$ cat config.mk
export PLATFORM = sky130hd
export DESIGN_NAME = smbblk_xfer
export DESIGN_NICKNAME = d
export VERILOG_FILES = /design/src/rtl/smbblk_pkg.sv /design/src/rtl/smbblk_store.sv /design/src/rtl/smbblk_ctrl.sv /design/src/rtl/smbblk_xfer.sv
export SDC_FILE = /design/constraint.sdc
export NUM_CORES = 1
export LEC_CHECK = 0
export ABC_AREA = 1
export BUFFER_PORTS_ARGS = -buffer_cell sky130_fd_sc_hd__buf_4
export CORE_ASPECT_RATIO = 1.75
export CORE_MARGIN = 2
export CORE_UTILIZATION = 45
export CTS_CLUSTER_DIAMETER = 150
export DETAILED_ROUTE_END_ITERATION = 6
export HOLD_SLACK_MARGIN = 0.08
export SLEW_MARGIN = 10
export SYNTH_ARGS = -nofsm -noshare
export SYNTH_HDL_FRONTEND = slang
export SYNTH_SLANG_ARGS = --single-unit
$ cat constraint.sdc
create_clock -name clk -period 3.44 [get_ports clk]
set_clock_uncertainty 0.1 [all_clocks]
set_input_delay 0.86 -clock clk [delete_from_list [all_inputs] [get_ports clk]]
set_output_delay 0.86 -clock clk [all_outputs]
set_load 0.03 [all_outputs]
$ cat src/rtl/smbblk_pkg.sv
package smbblk_pkg;

    typedef enum logic {
        XFER_WR = 1'b0,
        XFER_RD = 1'b1
    } xfer_dir_e;

    typedef struct packed {
        logic busy;
        logic byte_done;
        logic intr;
        logic dev_err;
    } xfer_flags_t;

    localparam xfer_flags_t FLAGS_IDLE = '{busy: 1'b0, byte_done: 1'b0, intr: 1'b0, dev_err: 1'b0};

endpackage

$ cat src/rtl/smbblk_store.sv
module smbblk_store #(
    parameter int DEPTH = 32,
    parameter int DW    = 8,
    localparam int AW   = $clog2(DEPTH)
) (
    input  logic          clk,
    input  logic          we,
    input  logic [AW-1:0] waddr,
    input  logic [DW-1:0] wdata,
    input  logic [AW-1:0] a_addr,
    output logic [DW-1:0] a_data,
    input  logic [AW-1:0] b_addr,
    output logic [DW-1:0] b_data
);

    logic [DW-1:0] slot_q [DEPTH];

    always_ff @(posedge clk) begin
        if (we) begin
            slot_q[waddr] <= wdata;
        end
    end

    assign a_data = slot_q[a_addr];
    assign b_data = slot_q[b_addr];

endmodule

$ cat src/rtl/smbblk_ctrl.sv
module smbblk_ctrl
    import smbblk_pkg::*;
#(
    parameter int DEPTH = 32,
    parameter int DW    = 8,
    localparam int AW   = $clog2(DEPTH),
    localparam int IW   = $clog2(DEPTH + 1)
) (
    input  logic          clk,
    input  logic          rst,
    input  logic          buf_mode,
    input  logic          last_byte,
    input  logic [DW-1:0] byte_count,
    input  logic          wr_en,
    input  logic [DW-1:0] wr_data,
    input  logic          rd_en,
    input  logic          clr_byte_done,
    input  logic          clr_intr,
    input  logic          clr_dev_err,
    input  logic          start,
    input  logic          kill,
    input  logic          fill_en,
    input  logic [AW-1:0] fill_addr,
    input  logic [DW-1:0] fill_data,
    input  logic          req_write,
    input  logic          req_read,
    input  logic [DW-1:0] req_len,
    input  logic [DW-1:0] a_data,
    input  logic [DW-1:0] b_data,
    output logic [AW-1:0] a_addr,
    output logic [AW-1:0] b_addr,
    output logic          mem_we,
    output logic [AW-1:0] mem_waddr,
    output logic [DW-1:0] mem_wdata,
    output logic [DW-1:0] rd_data,
    output logic [IW-1:0] index,
    output logic          active,
    output xfer_flags_t   flags,
    output logic          send_pulse,
    output logic          cnt_load,
    output logic [DW-1:0] cnt_value
);

    localparam logic [IW-1:0] DEPTH_I = IW'(DEPTH);
    localparam logic [IW-1:0] ONE_I   = IW'(1);

    logic [IW-1:0] idx_q, idx_n;
    logic          act_q, act_n;
    xfer_dir_e     dir_q, dir_n;
    logic [DW-1:0] hold_q, hold_n;
    xfer_flags_t   flg_q, flg_n;
    logic          send_q, send_n;
    logic          cld_q, cld_n;
    logic [DW-1:0] cval_q, cval_n;

    logic [IW-1:0] eff, eff_inc, step;
    logic          bd_advance;

    // Buffer mode wraps on use; byte mode wraps on advance.
    always_comb begin
        eff     = (idx_q >= DEPTH_I) ? '0 : idx_q;
        eff_inc = eff + ONE_I;
        step    = (eff_inc >= DEPTH_I) ? '0 : eff_inc;
    end

    assign a_addr     = eff[AW-1:0];
    assign b_addr     = req_read ? '0 : step[AW-1:0];
    assign bd_advance = clr_byte_done && flg_q.byte_done && act_q && !buf_mode;

    always_comb begin
        idx_n     = idx_q;
        act_n     = act_q;
        dir_n     = dir_q;
        hold_n    = hold_q;
        flg_n     = flg_q;
        send_n    = 1'b0;
        cld_n     = 1'b0;
        cval_n    = cval_q;
        mem_we    = 1'b0;
        mem_waddr = '0;
        mem_wdata = '0;

        if (clr_byte_done) flg_n.byte_done = 1'b0;
        if (clr_intr)      flg_n.intr      = 1'b0;
        if (clr_dev_err)   flg_n.dev_err   = 1'b0;

        if (kill) begin
            idx_n      = '0;
            act_n      = 1'b0;
            flg_n.busy = 1'b0;
        end else if (start) begin
            idx_n = '0;
            act_n = 1'b0;
        end else if (req_write) begin
            dir_n = XFER_WR;
            idx_n = '0;
            if (buf_mode) begin
                if (DW'(idx_q) != byte_count) begin
                    flg_n.dev_err = 1'b1;
                end else begin
                    send_n     = 1'b1;
                    flg_n.intr = 1'b1;
                    flg_n.busy = 1'b0;
                    act_n      = 1'b0;
                end
            end else begin
                mem_we          = 1'b1;
                mem_waddr       = '0;
                mem_wdata       = hold_q;
                act_n           = 1'b1;
                flg_n.busy      = 1'b1;
                flg_n.byte_done = 1'b1;
            end
        end else if (req_read) begin
            dir_n = XFER_RD;
            idx_n = '0;
            act_n = 1'b1;
            if (buf_mode) begin
                cld_n      = 1'b1;
                cval_n     = req_len;
                flg_n.intr = 1'b1;
            end else begin
                hold_n          = b_data;
                flg_n.busy      = 1'b1;
                flg_n.byte_done = 1'b1;
            end
        end else begin
            if (fill_en) begin
                mem_we    = 1'b1;
                mem_waddr = fill_addr;
                mem_wdata = fill_data;
            end
            if (wr_en) begin
                if (buf_mode) begin
                    mem_we    = 1'b1;
                    mem_waddr = eff[AW-1:0];
                    mem_wdata = wr_data;
                    idx_n     = eff_inc;
                end else begin
                    hold_n = wr_data;
                end
            end
            if (rd_en && buf_mode) begin
                idx_n = eff_inc;
                if (act_q && DW'(eff_inc) == byte_count) begin
                    act_n      = 1'b0;
                    idx_n      = '0;
                    flg_n.busy = 1'b0;
                end
            end
            if (bd_advance) begin
                idx_n = step;
                if (dir_q == XFER_WR) begin
                    if (DW'(step) == byte_count) begin
                        send_n     = 1'b1;
                        flg_n.intr = 1'b1;
                        flg_n.busy = 1'b0;
                        act_n      = 1'b0;
                    end else begin
                        mem_we          = 1'b1;
                        mem_waddr       = step[AW-1:0];
                        mem_wdata       = wr_en ? wr_data : hold_q;
                        flg_n.byte_done = 1'b1;
                    end
                end else begin
                    hold_n = b_data;
                    if (last_byte) begin
                        idx_n      = '0;
                        act_n      = 1'b0;
                        flg_n.intr = 1'b1;
                        flg_n.busy = 1'b0;
                    end else begin
                        flg_n.byte_done = 1'b1;
                    end
                end
            end
        end
    end

    always_ff @(posedge clk) begin
        if (rst) begin
            idx_q  <= '0;
            act_q  <= 1'b0;
            dir_q  <= XFER_WR;
            hold_q <= '0;
            flg_q  <= FLAGS_IDLE;
            send_q <= 1'b0;
            cld_q  <= 1'b0;
            cval_q <= '0;
        end else begin
            idx_q  <= idx_n;
            act_q  <= act_n;
            dir_q  <= dir_n;
            hold_q <= hold_n;
            flg_q  <= flg_n;
            send_q <= send_n;
            cld_q  <= cld_n;
            cval_q <= cval_n;
        end
    end

    assign rd_data    = buf_mode ? a_data : hold_q;
    assign index      = idx_q;
    assign active     = act_q;
    assign flags      = flg_q;
    assign send_pulse = send_q;
    assign cnt_load   = cld_q;
    assign cnt_value  = cval_q;

endmodule

$ cat src/rtl/smbblk_xfer.sv
module smbblk_xfer
    import smbblk_pkg::*;
#(
    parameter int DEPTH = 32,
    parameter int DW    = 8,
    localparam int AW   = $clog2(DEPTH),
    localparam int IW   = $clog2(DEPTH + 1)
) (
    input  logic          clk,
    input  logic          rst,
    input  logic          buf_mode,
    input  logic          last_byte,
    input  logic [DW-1:0] byte_count,
    input  logic          wr_en,
    input  logic [DW-1:0] wr_data,
    input  logic          rd_en,
    output logic [DW-1:0] rd_data,
    input  logic          clr_byte_done,
    input  logic          clr_intr,
    input  logic          clr_dev_err,
    input  logic          start,
    input  logic          kill,
    input  logic          fill_en,
    input  logic [AW-1:0] fill_addr,
    input  logic [DW-1:0] fill_data,
    input  logic          req_write,
    input  logic          req_read,
    input  logic [DW-1:0] req_len,
    output logic          send_pulse,
    output logic          cnt_load,
    output logic [DW-1:0] cnt_value,
    output logic          busy,
    output logic          byte_done,
    output logic          intr,
    output logic          dev_err,
    output logic          active,
    output logic [IW-1:0] index
);

    logic [AW-1:0] a_addr, b_addr, mem_waddr;
    logic [DW-1:0] a_data, b_data, mem_wdata;
    logic          mem_we;
    xfer_flags_t   flags;

    smbblk_store #(.DEPTH(DEPTH), .DW(DW)) u_store (
        .clk    (clk),
        .we     (mem_we),
        .waddr  (mem_waddr),
        .wdata  (mem_wdata),
        .a_addr (a_addr),
        .a_data (a_data),
        .b_addr (b_addr),
        .b_data (b_data)
    );

    smbblk_ctrl #(.DEPTH(DEPTH), .DW(DW)) u_ctrl (
        .clk           (clk),
        .rst           (rst),
        .buf_mode      (buf_mode),
        .last_byte     (last_byte),
        .byte_count    (byte_count),
        .wr_en         (wr_en),
        .wr_data       (wr_data),
        .rd_en         (rd_en),
        .clr_byte_done (clr_byte_done),
        .clr_intr      (clr_intr),
        .clr_dev_err   (clr_dev_err),
        .start         (start),
        .kill          (kill),
        .fill_en       (fill_en),
        .fill_addr     (fill_addr),
        .fill_data     (fill_data),
        .req_write     (req_write),
        .req_read      (req_read),
        .req_len       (req_len),
        .a_data        (a_data),
        .b_data        (b_data),
        .a_addr        (a_addr),
        .b_addr        (b_addr),
        .mem_we        (mem_we),
        .mem_waddr     (mem_waddr),
        .mem_wdata     (mem_wdata),
        .rd_data       (rd_data),
        .index         (index),
        .active        (active),
        .flags         (flags),
        .send_pulse    (send_pulse),
        .cnt_load      (cnt_load),
        .cnt_value     (cnt_value)
    );

    assign busy      = flags.busy;
    assign byte_done = flags.byte_done;
    assign intr      = flags.intr;
    assign dev_err   = flags.dev_err;

endmodule

==> After elaboration in Yosys (flattened, before gate mapping) <==
Memory sizes are Yosys's and may differ from the RTL's.
Index checks and enable logic that the tools add are counted.
{ "word_totals": {"regBits": 30, "ramBits": 256, "inputBits": 51, "out_inout_bits": 29, "elab_cells": 139, "memories": 1} }
{ "memory_table": {"columns": ["name", "words", "word_bits", "read_ports", "rd_clocked_by_memory_dff", "wr", "line_no", "rtl"], "rows": [
  ["u_store.slot_q", 32, 8, 2, 0, 1, "smbblk_store.sv:16", "logic [DW-1:0] slot_q [DEPTH];"]
]} }
{ "op_classes": {"add_sub_neg": 1, "magnitude_cmp": 2, "n_eq_ne": 6, "muxes": 96, "bitwise": 4, "reduce_logical": 18} }
{ "ops": {"columns": ["op", "count"], "rows": [
  ["8-bit two-way mux", 19],
  ["5-bit two-way mux", 11],
  ["6-bit two-way mux", 9],
  ["1-bit two-way mux", 49],
  ["3-bit two-way mux", 6],
  ["6-bit by 8-bit equality test with 1-bit output", 2],
  ["6-bit greater-or-equal comparator, second input constant", 2],
  ["5-bit OR reduction", 2],
  ["6-bit by 8-bit != test with 1-bit output", 1],
  ["6-bit by 1-bit adder with 6-bit output, second input constant", 1],
  ["3-bit != test, second input constant", 2],
  ["3-bit AND reduction", 2],
  ["3-bit nonzero test", 2],
  ["1-bit logical AND", 5],
  ["5-bit AND reduction", 1],
  ["2-bit two-way mux", 2],
  ["1-bit NOT", 4],
  ["4-bit AND reduction", 1],
  ["3-bit OR reduction", 1],
  ["2-bit != test, second input constant", 1],
  ["2-bit AND reduction", 1],
  ["2-bit nonzero test", 1],
  ["2-bit OR reduction", 1],
  ["1-bit zero test", 1]
]} }

==> Logic depth before layout (Yosys ltp) <==
{ "depth": {"depth_word": 15, "ltp_mapped": 23, "depth_no_buf": 21} }

==> Modules after synthesis <==
A second synthesis with hierarchy kept.
{ "unflattened": {"cells_unflattened": 1944, "hier_area_um2": 15803.9} }
{ "modules_own_cells": {"columns": ["mod", "instances", "cells_per_inst", "area_each_um2"], "rows": [
  ["smbblk_store", 1, 1523, 13340.3],
  ["smbblk_ctrl", 1, 421, 2463.6]
]} }

==> Least setup slack after synthesis <==
Ideal clock, no wire load.
{ "synth_timing": {"path_kind": "register to register", "startpoint": "register u_ctrl.idx_q[0], in the netlist u_ctrl.index[0]", "endpoint": "memory u_store.slot_q[0][5], data pin", "setup_ns": 0.500, "t_arrival_ns": 3.357, "t_required_ns": 2.840, "path_slack_ns": -0.517, "stages_incl_launch_ff": 20, "n_path_buf": 3, "synth_period_minus_slack_ns": 3.957, "path_cell_list": "dfxtp_1 > nand2_4 > inv_2 > clkbuf_1 > clkbuf_1 > ha_1 > inv_1 > nand2_1 > nand2_1 > inv_2 > nand2_2 > nand2_1 > nand3_1 > nor2_2 > nand2_4 > nand3_4 > buf_2 > o211ai_1 > o211ai_1 > o21ai_0"} }
{ "synth_between": {"elab_chain_len": 13} }
{ "synth_lines": {"columns": ["item", "line_no", "rtl"], "rows": [
  ["start: declaration", "smbblk_ctrl.sv:47", "logic [IW-1:0] idx_q, idx_n;"],
  ["start signal: assignment", "smbblk_ctrl.sv:191", "idx_q <= idx_n;"],
  ["6-bit greater-or-equal comparator", "smbblk_ctrl.sv:61", "eff = (idx_q >= DEPTH_I) ? '0 : idx_q;"],
  ["6-bit two-way mux *", "smbblk_ctrl.sv:61", null],
  ["6-bit by 1-bit adder with 6-bit output *", "smbblk_ctrl.sv:62", "eff_inc = eff + ONE_I;"],
  ["6-bit greater-or-equal comparator", "smbblk_ctrl.sv:63", "step = (eff_inc >= DEPTH_I) ? '0 : eff_inc;"],
  ["6-bit two-way mux *", "smbblk_ctrl.sv:63", null],
  ["6-bit by 8-bit equality test with 1-bit output *", "smbblk_ctrl.sv:154", "if (DW'(step) == byte_count) begin"],
  ["8-bit two-way mux *", "smbblk_ctrl.sv:154", null],
  ["8-bit two-way mux *", "smbblk_ctrl.sv:153", "if (dir_q == XFER_WR) begin"],
  ["8-bit two-way mux *", "smbblk_ctrl.sv:151", "if (bd_advance) begin"],
  ["8-bit two-way mux *", "smbblk_ctrl.sv:114", "end else if (req_read) begin"],
  ["8-bit two-way mux *", "smbblk_ctrl.sv:94", "end else if (req_write) begin"],
  ["8-bit two-way mux *", "smbblk_ctrl.sv:91", "end else if (start) begin"],
  ["8-bit two-way mux *", "smbblk_ctrl.sv:87", "if (kill) begin"],
  ["net mem_wdata[5]", "smbblk_xfer.sv:41", "logic [DW-1:0] a_data, b_data, mem_wdata;"],
  ["end: declaration", "smbblk_store.sv:16", null]
]} }
The timed path passes the listed nets; every way through them passes the cells marked *.

==> Final worst setup path <==
{ "layout_timing": {"startpoint": "register u_ctrl.idx_q[5], in the netlist u_ctrl.index[5]", "endpoint": "output rd_data[0]"} }
{ "layout_between": {"elab_chain_len": 4} }
{ "layout_lines": {"columns": ["item", "line_no", "rtl"], "rows": [
  ["6-bit greater-or-equal comparator", "smbblk_ctrl.sv:61", null],
  ["6-bit two-way mux", "smbblk_ctrl.sv:61", null],
  ["memory 32 x 8 bit", null, null],
  ["8-bit two-way mux", "smbblk_ctrl.sv:202", "assign rd_data = buf_mode ? a_data : hold_q;"],
  ["end: declaration", "smbblk_xfer.sv:17", "output logic [DW-1:0] rd_data,"]
]} }
Every way passes these cells.

==> impl_metrics.py <==
metrics = {
    "run_status": {
        "status": "finished, violations left",
        "violations": "setup timing",
    },
    "global_routing": {
        "grt_max_degree": 84,
        "grt_pass1_vias": 14000,
        "grt_pass1_wl_mm": 87.3,
        "gr-total-overflow": 0,
        "antenna_found_initial": 0,
        "gr-usage-all-layers_pct": 33.0,
    },
    "synth": {
        "synth_top_flop_cell": "edfxtp_1",
        "ys_seq_area_share_pct": 53.4,
        "synth_area_leaders": "edfxtp_1 50%, nand2_1 10%, o211ai_1 8.1%",
        "syn_inst": 1794,
        "synth.ff_latch_count": 286,
        "synth.cell_area_mm2": 0.0155,
        "synth-edff-count": 256,
        "synth_nets": 1846,
        "ys_async_sr_fraction_pct": 0,
        "yosysTopAreaCell": "edfxtp_1",
        "avgSynthCellArea_um2": 8.65,
        "synthDistinctLibCells": 39,
        "ys.warnings.count": 0,
        "netlist.area_leader.share_pct": 49.6,
    },
    "placement": {
        "place_congestion": 0.935,
        "placedInstanceArea_mm2": 0.0173,
        "io_buffer_count": 79,
        "post-place-ws_ns": 0.0447,
        "dp_hpwl_mm": 38.4,
    },
    "cts": {
        "cts-root-buf": "clkbuf_16",
        "cts_htree_levels": 1,
        "cts.sinks": 286,
        "cts_buffers": 27,
        "cts_tree": "done",
        "cts.clk_slew.worst_paths_ns": 0.07,
        "cts_buffer_depth": 3,
        "insertion_delay_ns": 0.56,
        "hold_buffers": 0,
    },
    "finish": {
        "syn_to_final_growth_pct": 27.8,
        "multi_input_area_mm2": 0.00682,
        "n_fill_cell": 3048,
        "antenna_cells": 0,
        "register_area_mm2": 0.00830,
        "fin_util_pct": 57.9,
        "drive_gt1_share_pct": 22.5,
        "postLayoutCellArea_mm2": 0.0198,
        "nets": 1986,
    },
    "sta": {
        "relSlewSlack_pct": 31.2,
        "max_clock_freq_mhz": 283,
        "finalCritPeriodShare_pct": 103,
        "layout_setup_ws_ns": -0.0940,
        "rsz0062_at_grt": "yes",
        "period_minus_slack_ns": 3.53,
        "hold_viol": 0,
        "slew_viol_final": 0,
        "setup_viol": 8,
        "worstMarginPinSlew_ns": 1.02,
    },
    "power_and_ir_drop": {
        "pwr-share-clk_pct": 41.8,
        "power.switching_mw": 1.77,
        "pwr_density_cell_mw_per_mm2": 377,
        "seqPwrFrac_pct": 50.3,
        "power_leakage_nw": 7.55,
        "ir_drop_mv": 0.355,
        "total_power_mw": 7.48,
        "p_int_mw": 5.71,
        "comb_power_share_pct": 7.9,
        "switching_share_pct": 23.6,
    },
    "hold_path": {
        "hold_class": "reg -> reg",
        "min_path_cells": 2,
        "hold_end": "u_ctrl.flags[0]",
        "hold_path_startpoint": "u_ctrl.flags[0]",
    },
    "critical_path": {
        "required_ns": 2.48,
        "cp.arrival_ns": 2.57,
        "r2r_start": "u_ctrl.index[5]",
        "r2r_slack_ns": 0.14,
        "startpoint": "u_ctrl.index[5]",
        "path_class": "reg -> out",
        "cp-start-kind": "register",
        "crit_path_end_kind": "output port",
        "path_max_fanout": 11,
        "r2r-end": "u_ctrl.hold_q[5]",
        "reg2reg_depth": 18,
    },
    "routing": {
        "drt_wl_total_mm": 59.9,
        "wl_per_cell_um": 24.8,
        "num_vias": 14300,
        "viasPerCell": 5.93,
        "initialDrtViolationCount": 1358,
        "drt_first_pass_iters": 6,
        "drt_drc_violations_left": 0,
        "ant_nets": 0,
    },
    "die": {
        "core-area_mm2": 0.0342,
        "rows": 90,
        "ios": 80,
        "die_area_mm2": 0.0360,
        "die_y_um": 250,
        "initial_utilization_pct": 45.3,
        "die_x_um": 144,
    },
    "job": {
        "maxCapViolations": 0,
    },
}
[power by group through the flow]
stage / sequential [mW] / combinational [mW] / clock [mW]
final: 3.76 / 0.588 / 3.13
after global placement: 3.84 / 0.520 / 0
after global routing: 3.76 / 0.631 / 3.29
after CTS: 3.76 / 0.567 / 3.17
after detailed placement: 3.84 / 0.521 / 0
after floorplan: 3.85 / 0.283 / 0
[registers in the layout, summed over array words and instances (netlist names)]
signal	flops
u_ctrl.cnt_value	8
u_store.slot_q	256
u_ctrl.cnt_load	1
u_ctrl.index	6
u_ctrl.flags	4
u_ctrl.send_pulse	1
u_ctrl.active	1
u_ctrl.dir_q	1
u_ctrl.hold_q	8
[kinds of logic after synthesis]
logic type	Yosys count	share of synthesized area (%)
adder cells (fa/ha/maj)	1	0.0807
XOR/XNOR	3	0.169
AO/OA/AOI/OAI	374	15.5
AND/OR/NAND/NOR	834	23.4
flip-flops	286	53.4
buffers and inverters	296	7.38
[Yosys cell counts (all sizes together) (13+ instances only)]
cell type and count:
nand2 430, inv 182, edfxtp 256, dfxtp 30
clkbuf 84, nand3 238, or2 13, o21ai 152
o211ai 167, buf 27, nor2 135, a21oi 16
o311ai 17
[how the worst max path moves through the flow]
stage               cells past startpoint  slack (ns)                     to
global placement                       11        0.05             rd_data[5]
floorplan                              19       -0.12  u_store.slot_q[13][0]
global route                           11       -0.13             rd_data[0]
finish                                 13       -0.09             rd_data[0]
detailed placement                     11        0.04             rd_data[5]
CTS                                    13       -0.06             rd_data[0]
[layer usage]
layer | up-vias | track usage, % | share of wire [%]
met5 | - | 0 | 0
met2 | 696 | 56.0 | 49
met3 | 260 | 4.36 | 6.4
met4 | 0 | 27.4 | 9.8
met1 | 6771 | 36.0 | 34
li1 | 6578 | - | -
[cell usage in the layout (no fill, tap or decap), types with 9 or more instances in the layout]
cell type	instances
o21ai_2	9
nand2_1	400
inv_1	165
a21oi_1	16
buf_4	153
nor2_1	108
buf_12	18
o21ai_0	130
dfxtp_1	27
buf_16	17
edfxtp_1	256
nand3_2	40
buf_6	21
clkbuf_16	29
nand3_4	14
nand4_1	10
inv_2	9
nor2_2	19
nand2_2	20
o21ai_1	13
o211ai_1	167
or2_2	13
nand3_1	184
[stage by stage]
stage | TNS [ns] | hold WS (ns) | std cells
finish | -0.468 | 0.378 | 2414
global route | -1.12 | 0.392 | 2414
CTS | -0.326 | 0.379 | 2408
detailed placement | 0 | 0.367 | 2321
global placement | 0 | 0.358 | 2321
floorplan | -21.72 | 0.358 | 1794
[critical path, cell delays in order, from the launching register on]
cell and delay (ns):
dfxtp_4 0.37, inv_6 0.04, nand2_8 0.07, inv_8 0.04, buf_16 0.15, buf_12 0.16, buf_16 0.16, o211ai_1 0.27
nand3_1 0.14, nand3_1 0.16, nand3_4 0.12, nand3_4 0.10, nand2_4 0.06, buf_6 0.14
[cell type report]
type,count,area share (%)
clock buffer,29,3.45
multi-input combinational,1212,34.4
timing repair inverter,1,0.0442
inverter,185,3.72
clock inverter,20,1.12
timing repair buffer,221,12.5
tap,460,2.90
sequential,286,41.9
[repair_timing]
item	4_1_cts	5_1_grt
buffers inserted	23	4
cloned	15	2
endpoints found under the setup margin	8	336
gates resized for setup	153	67
pin swaps	65	45
(Power assumes the default switching activity.)
